`config.mk`:
```
export PLATFORM = sky130hd
export DESIGN_NAME = lsport_master
export DESIGN_NICKNAME = d
export VERILOG_FILES = /design/src/rtl/lsport_pkg.sv /design/src/rtl/lsport_cmd_hold.sv /design/src/rtl/lsport_ctrl.sv /design/src/rtl/lsport_resp.sv /design/src/rtl/lsport_master.sv
export SDC_FILE = /design/constraint.sdc
export NUM_CORES = 1
export LEC_CHECK = 0
export BUFFER_PORTS_ARGS = -buffer_cell sky130_fd_sc_hd__buf_2
export CORE_AREA = 2 2 147 149
export DETAILED_ROUTE_END_ITERATION = 10
export DIE_AREA = 0 0 149 151
export PLACE_DENSITY_LB_ADDON = 0.1
export SLEW_MARGIN = 30
export SYNTH_ARGS = -nofsm -noshare
export SYNTH_HDL_FRONTEND = slang
export SYNTH_SLANG_ARGS = --single-unit
```
`constraint.sdc`:
```
create_clock -name clk -period 2.35 [get_ports clk]
set_clock_uncertainty 0.2 [all_clocks]
set_input_delay 0.235 -clock clk [delete_from_list [all_inputs] [get_ports clk]]
set_output_delay 0.235 -clock clk [all_outputs]
set_load 0.02 [all_outputs]
```
`src/rtl/lsport_pkg.sv`:
```
package lsport_pkg;

    localparam int LEN_W_DEF = 4;

    typedef enum logic [2:0] {
        S_IDLE    = 3'd0,
        S_ADDR    = 3'd1,
        S_LDWAIT  = 3'd2,
        S_STDATA  = 3'd3,
        S_STDRAIN = 3'd4
    } lsp_state_e;

    typedef enum logic [1:0] {
        END_NONE  = 2'd0,
        END_LOAD  = 2'd1,
        END_STORE = 2'd2,
        END_EXC   = 2'd3
    } lsp_end_e;

    function automatic logic in_flight(lsp_state_e s);
        return s != S_IDLE;
    endfunction

endpackage

```
`src/rtl/lsport_cmd_hold.sv`:
```
module lsport_cmd_hold #(
    parameter int ADDR_W = 48,
    parameter int DATA_W = 64,
    parameter int LEN_W  = 4
) (
    input  logic              clk,
    input  logic              rst,
    input  logic              load_i,
    input  logic              is_store_i,
    input  logic [ADDR_W-1:0] addr_i,
    input  logic [LEN_W-1:0]  len_i,
    input  logic [DATA_W-1:0] wdata_i,
    output logic              is_store_q,
    output logic [ADDR_W-1:0] addr_q,
    output logic [LEN_W-1:0]  len_q,
    output logic [DATA_W-1:0] wdata_q
);
    always_ff @(posedge clk) begin
        if (rst) begin
            is_store_q <= 1'b0;
            addr_q     <= '0;
            len_q      <= '0;
            wdata_q    <= '0;
        end else if (load_i) begin
            is_store_q <= is_store_i;
            addr_q     <= addr_i;
            len_q      <= len_i;
            wdata_q    <= wdata_i;
        end
    end
endmodule

```
`src/rtl/lsport_ctrl.sv`:
```
module lsport_ctrl
    import lsport_pkg::*;
(
    input  logic       clk,
    input  logic       rst,
    input  logic       abort_i,
    input  logic       cmd_valid_i,
    input  logic       is_store_q_i,
    input  logic       busy_i,
    input  logic       ack_i,
    input  logic       exc_i,
    input  logic       rvalid_i,
    output lsp_state_e state_o,
    output logic       accept_o,
    output lsp_end_e   end_o
);
    lsp_state_e state_q, state_d;

    assign accept_o = (state_q == S_IDLE) && !busy_i && !abort_i && cmd_valid_i;

    always_comb begin
        end_o = END_NONE;
        if (!abort_i) begin
            case (state_q)
                S_ADDR:    if (exc_i)    end_o = END_EXC;
                S_LDWAIT:  if (rvalid_i) end_o = END_LOAD;
                S_STDRAIN: if (!busy_i)  end_o = END_STORE;
                default:   end_o = END_NONE;
            endcase
        end
    end

    always_comb begin
        state_d = state_q;
        if (abort_i) begin
            state_d = S_IDLE;
        end else begin
            case (state_q)
                S_IDLE:    if (accept_o) state_d = S_ADDR;
                S_ADDR: begin
                    if (exc_i)      state_d = S_IDLE;
                    else if (ack_i) state_d = is_store_q_i ? S_STDATA : S_LDWAIT;
                end
                S_LDWAIT:  if (rvalid_i) state_d = S_IDLE;
                S_STDATA:  state_d = S_STDRAIN;
                S_STDRAIN: if (!busy_i) state_d = S_IDLE;
                default:   state_d = S_IDLE;
            endcase
        end
    end

    always_ff @(posedge clk) begin
        if (rst) state_q <= S_IDLE;
        else     state_q <= state_d;
    end

    assign state_o = state_q;
endmodule

```
`src/rtl/lsport_resp.sv`:
```
module lsport_resp
    import lsport_pkg::*;
#(
    parameter int DATA_W = 64
) (
    input  logic              clk,
    input  logic              rst,
    input  lsp_end_e          end_i,
    input  logic [DATA_W-1:0] rdata_i,
    output logic              rsp_valid_o,
    output logic              rsp_exc_o,
    output logic [DATA_W-1:0] rsp_rdata_o
);
    always_ff @(posedge clk) begin
        if (rst) begin
            rsp_valid_o <= 1'b0;
            rsp_exc_o   <= 1'b0;
            rsp_rdata_o <= '0;
        end else begin
            rsp_valid_o <= (end_i != END_NONE);
            rsp_exc_o   <= (end_i == END_EXC);
            rsp_rdata_o <= (end_i == END_LOAD) ? rdata_i : '0;
        end
    end
endmodule

```
`src/rtl/lsport_master.sv`:
```
module lsport_master
    import lsport_pkg::*;
#(
    parameter int ADDR_W     = 48,
    parameter int DATA_W     = 64,
    parameter int LEN_W      = LEN_W_DEF,
    parameter bit BLANK_IDLE = 1'b1
) (
    input  logic              clk,
    input  logic              rst,
    input  logic              abort_i,
    input  logic              cmd_valid_i,
    output logic              cmd_ready_o,
    input  logic              cmd_is_store_i,
    input  logic [ADDR_W-1:0] cmd_addr_i,
    input  logic [LEN_W-1:0]  cmd_len_i,
    input  logic [DATA_W-1:0] cmd_wdata_i,
    output logic              rsp_valid_o,
    output logic              rsp_exc_o,
    output logic [DATA_W-1:0] rsp_rdata_o,
    output logic              port_load_o,
    output logic              port_store_o,
    output logic [LEN_W-1:0]  port_len_o,
    output logic              port_addr_valid_o,
    output logic [ADDR_W-1:0] port_addr_o,
    output logic              port_wvalid_o,
    output logic [DATA_W-1:0] port_wdata_o,
    input  logic              port_busy_i,
    input  logic              port_addr_ack_i,
    input  logic              port_addr_exc_i,
    input  logic              port_rvalid_i,
    input  logic [DATA_W-1:0] port_rdata_i
);
    lsp_state_e        st_q;
    lsp_end_e          end_w;
    logic              accept_w;
    logic              is_store_q;
    logic [ADDR_W-1:0] addr_q;
    logic [LEN_W-1:0]  len_q;
    logic [DATA_W-1:0] wdata_q;
    logic              active_w;

    lsport_cmd_hold #(.ADDR_W(ADDR_W), .DATA_W(DATA_W), .LEN_W(LEN_W)) u_hold (
        .clk(clk), .rst(rst), .load_i(accept_w),
        .is_store_i(cmd_is_store_i), .addr_i(cmd_addr_i), .len_i(cmd_len_i),
        .wdata_i(cmd_wdata_i), .is_store_q(is_store_q), .addr_q(addr_q),
        .len_q(len_q), .wdata_q(wdata_q)
    );

    lsport_ctrl u_ctrl (
        .clk(clk), .rst(rst), .abort_i(abort_i), .cmd_valid_i(cmd_valid_i),
        .is_store_q_i(is_store_q), .busy_i(port_busy_i), .ack_i(port_addr_ack_i),
        .exc_i(port_addr_exc_i), .rvalid_i(port_rvalid_i),
        .state_o(st_q), .accept_o(accept_w), .end_o(end_w)
    );

    lsport_resp #(.DATA_W(DATA_W)) u_resp (
        .clk(clk), .rst(rst), .end_i(end_w), .rdata_i(port_rdata_i),
        .rsp_valid_o(rsp_valid_o), .rsp_exc_o(rsp_exc_o), .rsp_rdata_o(rsp_rdata_o)
    );

    assign active_w          = in_flight(st_q) && !abort_i;
    assign cmd_ready_o       = (st_q == S_IDLE) && !port_busy_i && !abort_i;
    assign port_load_o       = active_w && !is_store_q;
    assign port_store_o      = active_w && is_store_q;
    assign port_addr_valid_o = active_w;
    assign port_wvalid_o     = (st_q == S_STDATA) && !abort_i;

    generate
        if (BLANK_IDLE) begin : g_blank
            assign port_addr_o  = active_w ? addr_q : '0;
            assign port_len_o   = active_w ? len_q : '0;
            assign port_wdata_o = port_wvalid_o ? wdata_q : '0;
        end else begin : g_raw
            assign port_addr_o  = addr_q;
            assign port_len_o   = active_w ? len_q : '0;
            assign port_wdata_o = wdata_q;
        end
    endgenerate
endmodule

```
# --- Word-level counts from Yosys, hierarchy flattened ---
# Index checks and enable logic that the tools add are counted.
totals:
  mem_bits_rw: 0
  word_cells: 50
  mem_bits_ro: 0
  memories: 0
  in_bits: 189
  register_bits: 186
  latchBits: 0
classes:
  bitwise_logic: 1
  mul: 0
  n_eq_ne: 10
  addsub: 0
  magnitude_cmp: 0
  muxes: 15
  shifts: 0
  reduce_logical: 16
  n_div: 0
op_table:
  columns: ["operator", "n"]
  rows:
  - ["64-bit 2-to-1 mux", 1]
  - ["48-bit 2-to-1 mux", 1]
  - ["3-bit 2-to-1 mux", 5]
  - ["3-bit case mux with 5 select lines", 1]
  - ["1-bit logical AND", 7]
  - ["3-bit by 2-bit == test with 1-bit output, second input constant", 2]
  - ["2-bit 2-to-1 mux", 3]
  - ["2-bit != test, second input constant", 3]
  - ["2-bit case mux with 3 select lines", 1]
  - ["4-bit 2-to-1 mux", 1]
  - ["4-bit AND reduction", 1]
  - ["2-bit OR reduction", 2]
  - ["3-bit by 1-bit == test with 1-bit output, second input constant", 1]
  - ["3-bit == test, second input constant", 1]
  - ["1-bit zero test", 3]
  - ["3-bit zero test", 1]
  - ["3-bit != test, second input constant", 1]
  - ["3-bit nonzero test", 1]
  - ["2-bit by 1-bit == test with 1-bit output, second input constant", 1]
  - ["2-bit == test, second input constant", 1]
  - ["1-bit 2-to-1 mux", 2]
  - ["2-bit nonzero test", 1]
  - ["1-bit inverter", 1]

# --- Logic depth before layout (Yosys ltp) ---
logic_depth:
  ltp_word: 6
  mapped_depth: 6

# --- Modules after synthesis ---
# From an unflattened synthesis, not the netlist that was laid out.
unflattened:
  cells_unflattened: 697
  area_unflattened_um2: 7511.0
modules_own_cells:
  columns: ["mod", "n_inst", "area_each_um2", "seq_area_each_um2", "cells_per_inst"]
  rows:
  - ["lsport_cmd_hold", 1, 4131.5, 2342.2, 377]
  - ["lsport_resp", 1, 2204.6, 1321.3, 153]
  - ["lsport_master", 1, 960.9, 0.0, 141]
  - ["lsport_ctrl", 1, 214.0, 60.1, 26]

# --- Worst setup path before layout ---
# No wires, ideal clock.
synth_timing:
  path_type: "flip-flop to output port"
  from: "register u_ctrl.state_q[2] (netlist: u_ctrl.state_o[2])"
  to: "output port port_addr_o[41]"
  stages_incl_launch_ff: 6
  t_arrival_ps: 1622
  n_path_buf: 2
  slack_ps: 293
  required_ps: 1915
  path_cell_list: "dfxtp_1 > clkbuf_1 > nor3_1 > nor2_1 > clkbuf_1 > and2_1"
synth_between:
  elab_chain_cells: 3
synth_rtl:
  columns: ["element", "line_no", "rtl"]
  rows:
  - ["start, declared", "lsport_ctrl.sv:17", "lsp_state_e state_q, state_d;"]
  - ["start signal, assigned", "lsport_ctrl.sv:54", "else state_q <= state_d;"]
  - ["3-bit nonzero test", "lsport_pkg.sv:21", "return s != S_IDLE;"]
  - ["1-bit logical AND", "lsport_master.sv:62", "assign active_w = in_flight(st_q) && !abort_i;"]
  - ["net port_addr_valid_o", "lsport_master.sv:24", "output logic port_addr_valid_o,"]
  - ["48-bit 2-to-1 mux", "lsport_master.sv:71", "assign port_addr_o = active_w ? addr_q : '0;"]
  - ["end, declared", "lsport_master.sv:25", "output logic [ADDR_W-1:0] port_addr_o,"]
# The timed path passes the listed nets, and every way through them passes these cells.

# --- Worst setup path after layout ---
layout_timing:
  from: "register u_ctrl.state_q[0] (netlist: u_ctrl.state_o[0])"
  to: "output port port_wdata_o[37]"
layout_between:
  elab_chain_cells: 3
layout_rtl:
  columns: ["element", "line_no", "rtl"]
  rows:
  - ["3-bit by 2-bit == test with 1-bit output", "lsport_master.sv:67", "assign port_wvalid_o = (st_q == S_STDATA) && !abort_i;"]
  - ["1-bit logical AND", "lsport_master.sv:67", null]
  - ["64-bit 2-to-1 mux", "lsport_master.sv:73", "assign port_wdata_o = port_wvalid_o ? wdata_q : '0;"]
  - ["end, declared", "lsport_master.sv:27", "output logic [DATA_W-1:0] port_wdata_o,"]
# Every way passes these cells.

==> results by group <==
Placement
  • Place WS: 0.0718 ns
  • Cell Area, Placed: 0.0103 mm^2
  • DP Wirelength: 15500 um
  • Placer Congestion: 0.761
  • I/O Buffers: between 300 and 400
  • Placed cell count: 1414

STA
  • Unrepaired setup endpoints after global routing: true
  • Max-slew headroom: 0.465
  • Worst setup margin: 0.0432 ns
  • Fin crit share: 0.982
  • Final period demand of the worst path: 2.31 ns
  • Worst-Margin Slew: 0.802 ns
  • Final hold vios: 0
  • Setup TNS: 0 ns
  • Max Slew Vio Count: 0
  • Final setup violation count: 0
  • Fmax: 434 MHz

Route
  • Initial DRC count: between 200 and 300
  • Drt total wl: 26300 um
  • Pre-Repair DR Iteration Count: 4
  • ANT nets after route: 0
  • Drt via density: around 4.5
  • Drt wl/cell: 15.9 um
  • Vias: 7429
  • Post-route DRC: 0

Setup path
  • R2R Path Start: u_ctrl.state_o[0]
  • Worst r2r path cells: 6
  • Startpoint types: register
  • CP arrival: approximately 1.9 ns
  • CP Capture Type: output pin
  • WP data required: around 1.9 ns
  • Reg2Reg Setup Slack: 0.13 ns
  • Reg2reg end: u_hold.addr_q[0]
  • CP Launch Point: u_ctrl.state_o[0]
  • Worst-path maximum fanout: 9
  • Critical path type: reg -> out

Die
  • Die Area: 0.0225 mm^2
  • Die height: approximately 150 um
  • Core Area: ~0.021 mm^2
  • Die Wd: between 100 and 150 um
  • Starting density of the core: 0.393
  • # rows: between 50 and 60
  • Boundary Pins: 376

CTS
  • CTS Buf Count: 17
  • # clock sinks: 186
  • Clock slew seen by the registers of the worst setup and hold paths: about 0.070 ns
  • CTS max path bufs: 2
  • Clock Latency Late Sink: 0.43 ns
  • Root Driver: clkbuf_16
  • H-tree Lvls: 4
  • TritonCTS clock tree: built

Yosys
  • Synth Warn #: 0
  • Post-synthesis sequential area ratio: 0.455
  • Post-Syn Instances: 816
  • Synth Register Bits: 186
  • Synth Cell Area: 0.00818 mm^2
  • Syn avg cell area: 10.0 um^2
  • Syn nets: 1005
  • Number of library cell types mapped by synthesis: 29

Finish
  • Final Instance Count excl. Fillers: 1648
  • Layout cells sized above 1: 0.336
  • Synth-to-Final Area Change: 62.3%
  • Final instance area: 0.0133 mm^2
  • Final Net Count: roughly 1500

Power and ir drop
  • Leak pwr: around 0.0059 uW
  • PwrDens: 528 mW/mm^2
  • Total Power: 7000 uW
  • VDD IR max: 0.409 mV

Worst hold path
  • Worst hold path type: in -> reg
  • Hold Path Stages: 3
  • HP Start: abort_i
  • Endpoint, Worst Hold: u_ctrl.state_o[2]

Global routing
  • Vias in the first global route: 7304
  • Largest net degree at the start of global routing: approximately 240
  • Antenna violations before repair: 4
  • GRT Util Overall: 0.210
  • GRT Residual Overflow: 0
  • First-pass GRT wire length: 37100 um

Run
  • Max-Cap Viols: 0

Run status
  • Status: finished clean
## critical path: stages, from the launching register on
cell and delay (ns):
dfxtp_2 0.35, buf_6 0.11, nand2_4 0.05, nor3_4 0.26
buf_12 0.20, clkbuf_16 0.18, and2_1 0.16, buf_6 0.13
## cell usage after synthesis, drive strengths merged
cell type | number | area (um^2)
a2111oi | 2 | 17.5
a211oi | 1 | 20.0
a31oi | 1 | 6.26
and2 | 117 | 732
and3b | 2 | 17.5
buf | 22 | 209
clkbuf | 46 | 173
dfxtp | 186 | 3720
inv | 1 | 3.75
mux2i | 117 | 1170
nand2 | 1 | 3.75
nand2b | 235 | 1470
nand3b | 1 | 7.51
nor2 | 2 | 7.51
nor3 | 7 | 35.0
nor3b | 65 | 488
nor4b | 2 | 23.8
nor4bb | 1 | 10.0
o21a | 2 | 15.0
o21ai | 1 | 5.00
or3 | 1 | 6.26
or3b | 1 | 11.3
or4 | 1 | 7.51
or4bb | 1 | 11.3
## flip-flops by register name, indices dropped and copies added (netlist names)
register	cells
u_resp.rsp_rdata_o	64
u_resp.rsp_valid_o	1
u_hold.len_q	4
u_resp.rsp_exc_o	1
u_hold.is_store_q	1
u_hold.addr_q	48
u_ctrl.state_o	3
u_hold.wdata_q	64
## metrics by stage
step | utilization | hold slack (ns)
2_1_floorplan | - | 0.190
3_3_place_gp | 0.493 | 0.255
3_5_place_dp | 0.493 | 0.256
4_1_cts | 0.614 | 0.234
5_1_grt | 0.637 | 0.275
6_report | 0.637 | 0.250
## kinds of logic after synthesis
kind of cell           after synthesis  synth area share
AO/OA/AOI/OAI                        7           0.00781
buffers and inverters               69            0.0471
flip-flops                         186             0.455
multiplexers                       117             0.143
AND/OR/NAND/NOR                    437             0.346
## layout make-up
type / count / area [um^2]
diodes: 3 / 7.51
clock buffers: 17 / 425
inverters: 1 / 3.75
flip-flops and latches: 186 / 3730
clock inverters: 15 / 201
multi-input cells: 564 / 4190
repair buffers: 587 / 4370
well taps: 275 / 344
fillers: 1738 / 7560
## per-layer routing
layer	global-route usage	vias up	share of wire
met5	0	-	0.00069
met4	0.0795	2	0.022
met3	0.0539	36	0.057
met2	0.383	239	0.50
met1	0.234	3419	0.42
li1	-	3733	-
## what timing repair did
action / 4_1_cts / 5_1_grt
gates cloned: 3 / 7
setup buffers: 0 / 2
pin swaps: 2 / 3
resized for setup: 3 / 109
hold buffers: 187 / 0
hold endpoints to repair: 184 / 0
setup endpoints to repair: 54 / 155
## power by group
part / total [uW] / switching [uW] / internal, uW
sequential: 3260 / 38.6 / 3220
clock: 2980 / 1510 / 1460
combinational: 765 / 266 / 499
total: 7000 / 1820 / 5180
## layout by cell type (no fill, tap or decap), drive strengths merged, types with 3 or more instances in the layout
cell,netlist,routed
diode,0,3
and2,117,117
nand2b,235,235
clkbuf,46,21
nor3b,65,65
dlygate4sd3,0,187
buf,22,396
nor2,2,5
clkinv,0,10
nor3,7,7
mux2i,117,117
dfxtp,186,186
inv,1,6
## how the worst max path moves through the flow
stage / end / slack, ns / cells after the start
finish: port_wdata_o[37] / 0.04 / 7
global route: port_wdata_o[37] / -0.07 / 7
CTS: port_len_o[1] / -0.005 / 5
detailed placement: u_hold.wdata_q[49] / 0.07 / 6
global placement: u_hold.addr_q[24] / 0.1 / 5
floorplan: port_addr_o[41] / 0.29 / 5
(Power assumes the default switching activity.)
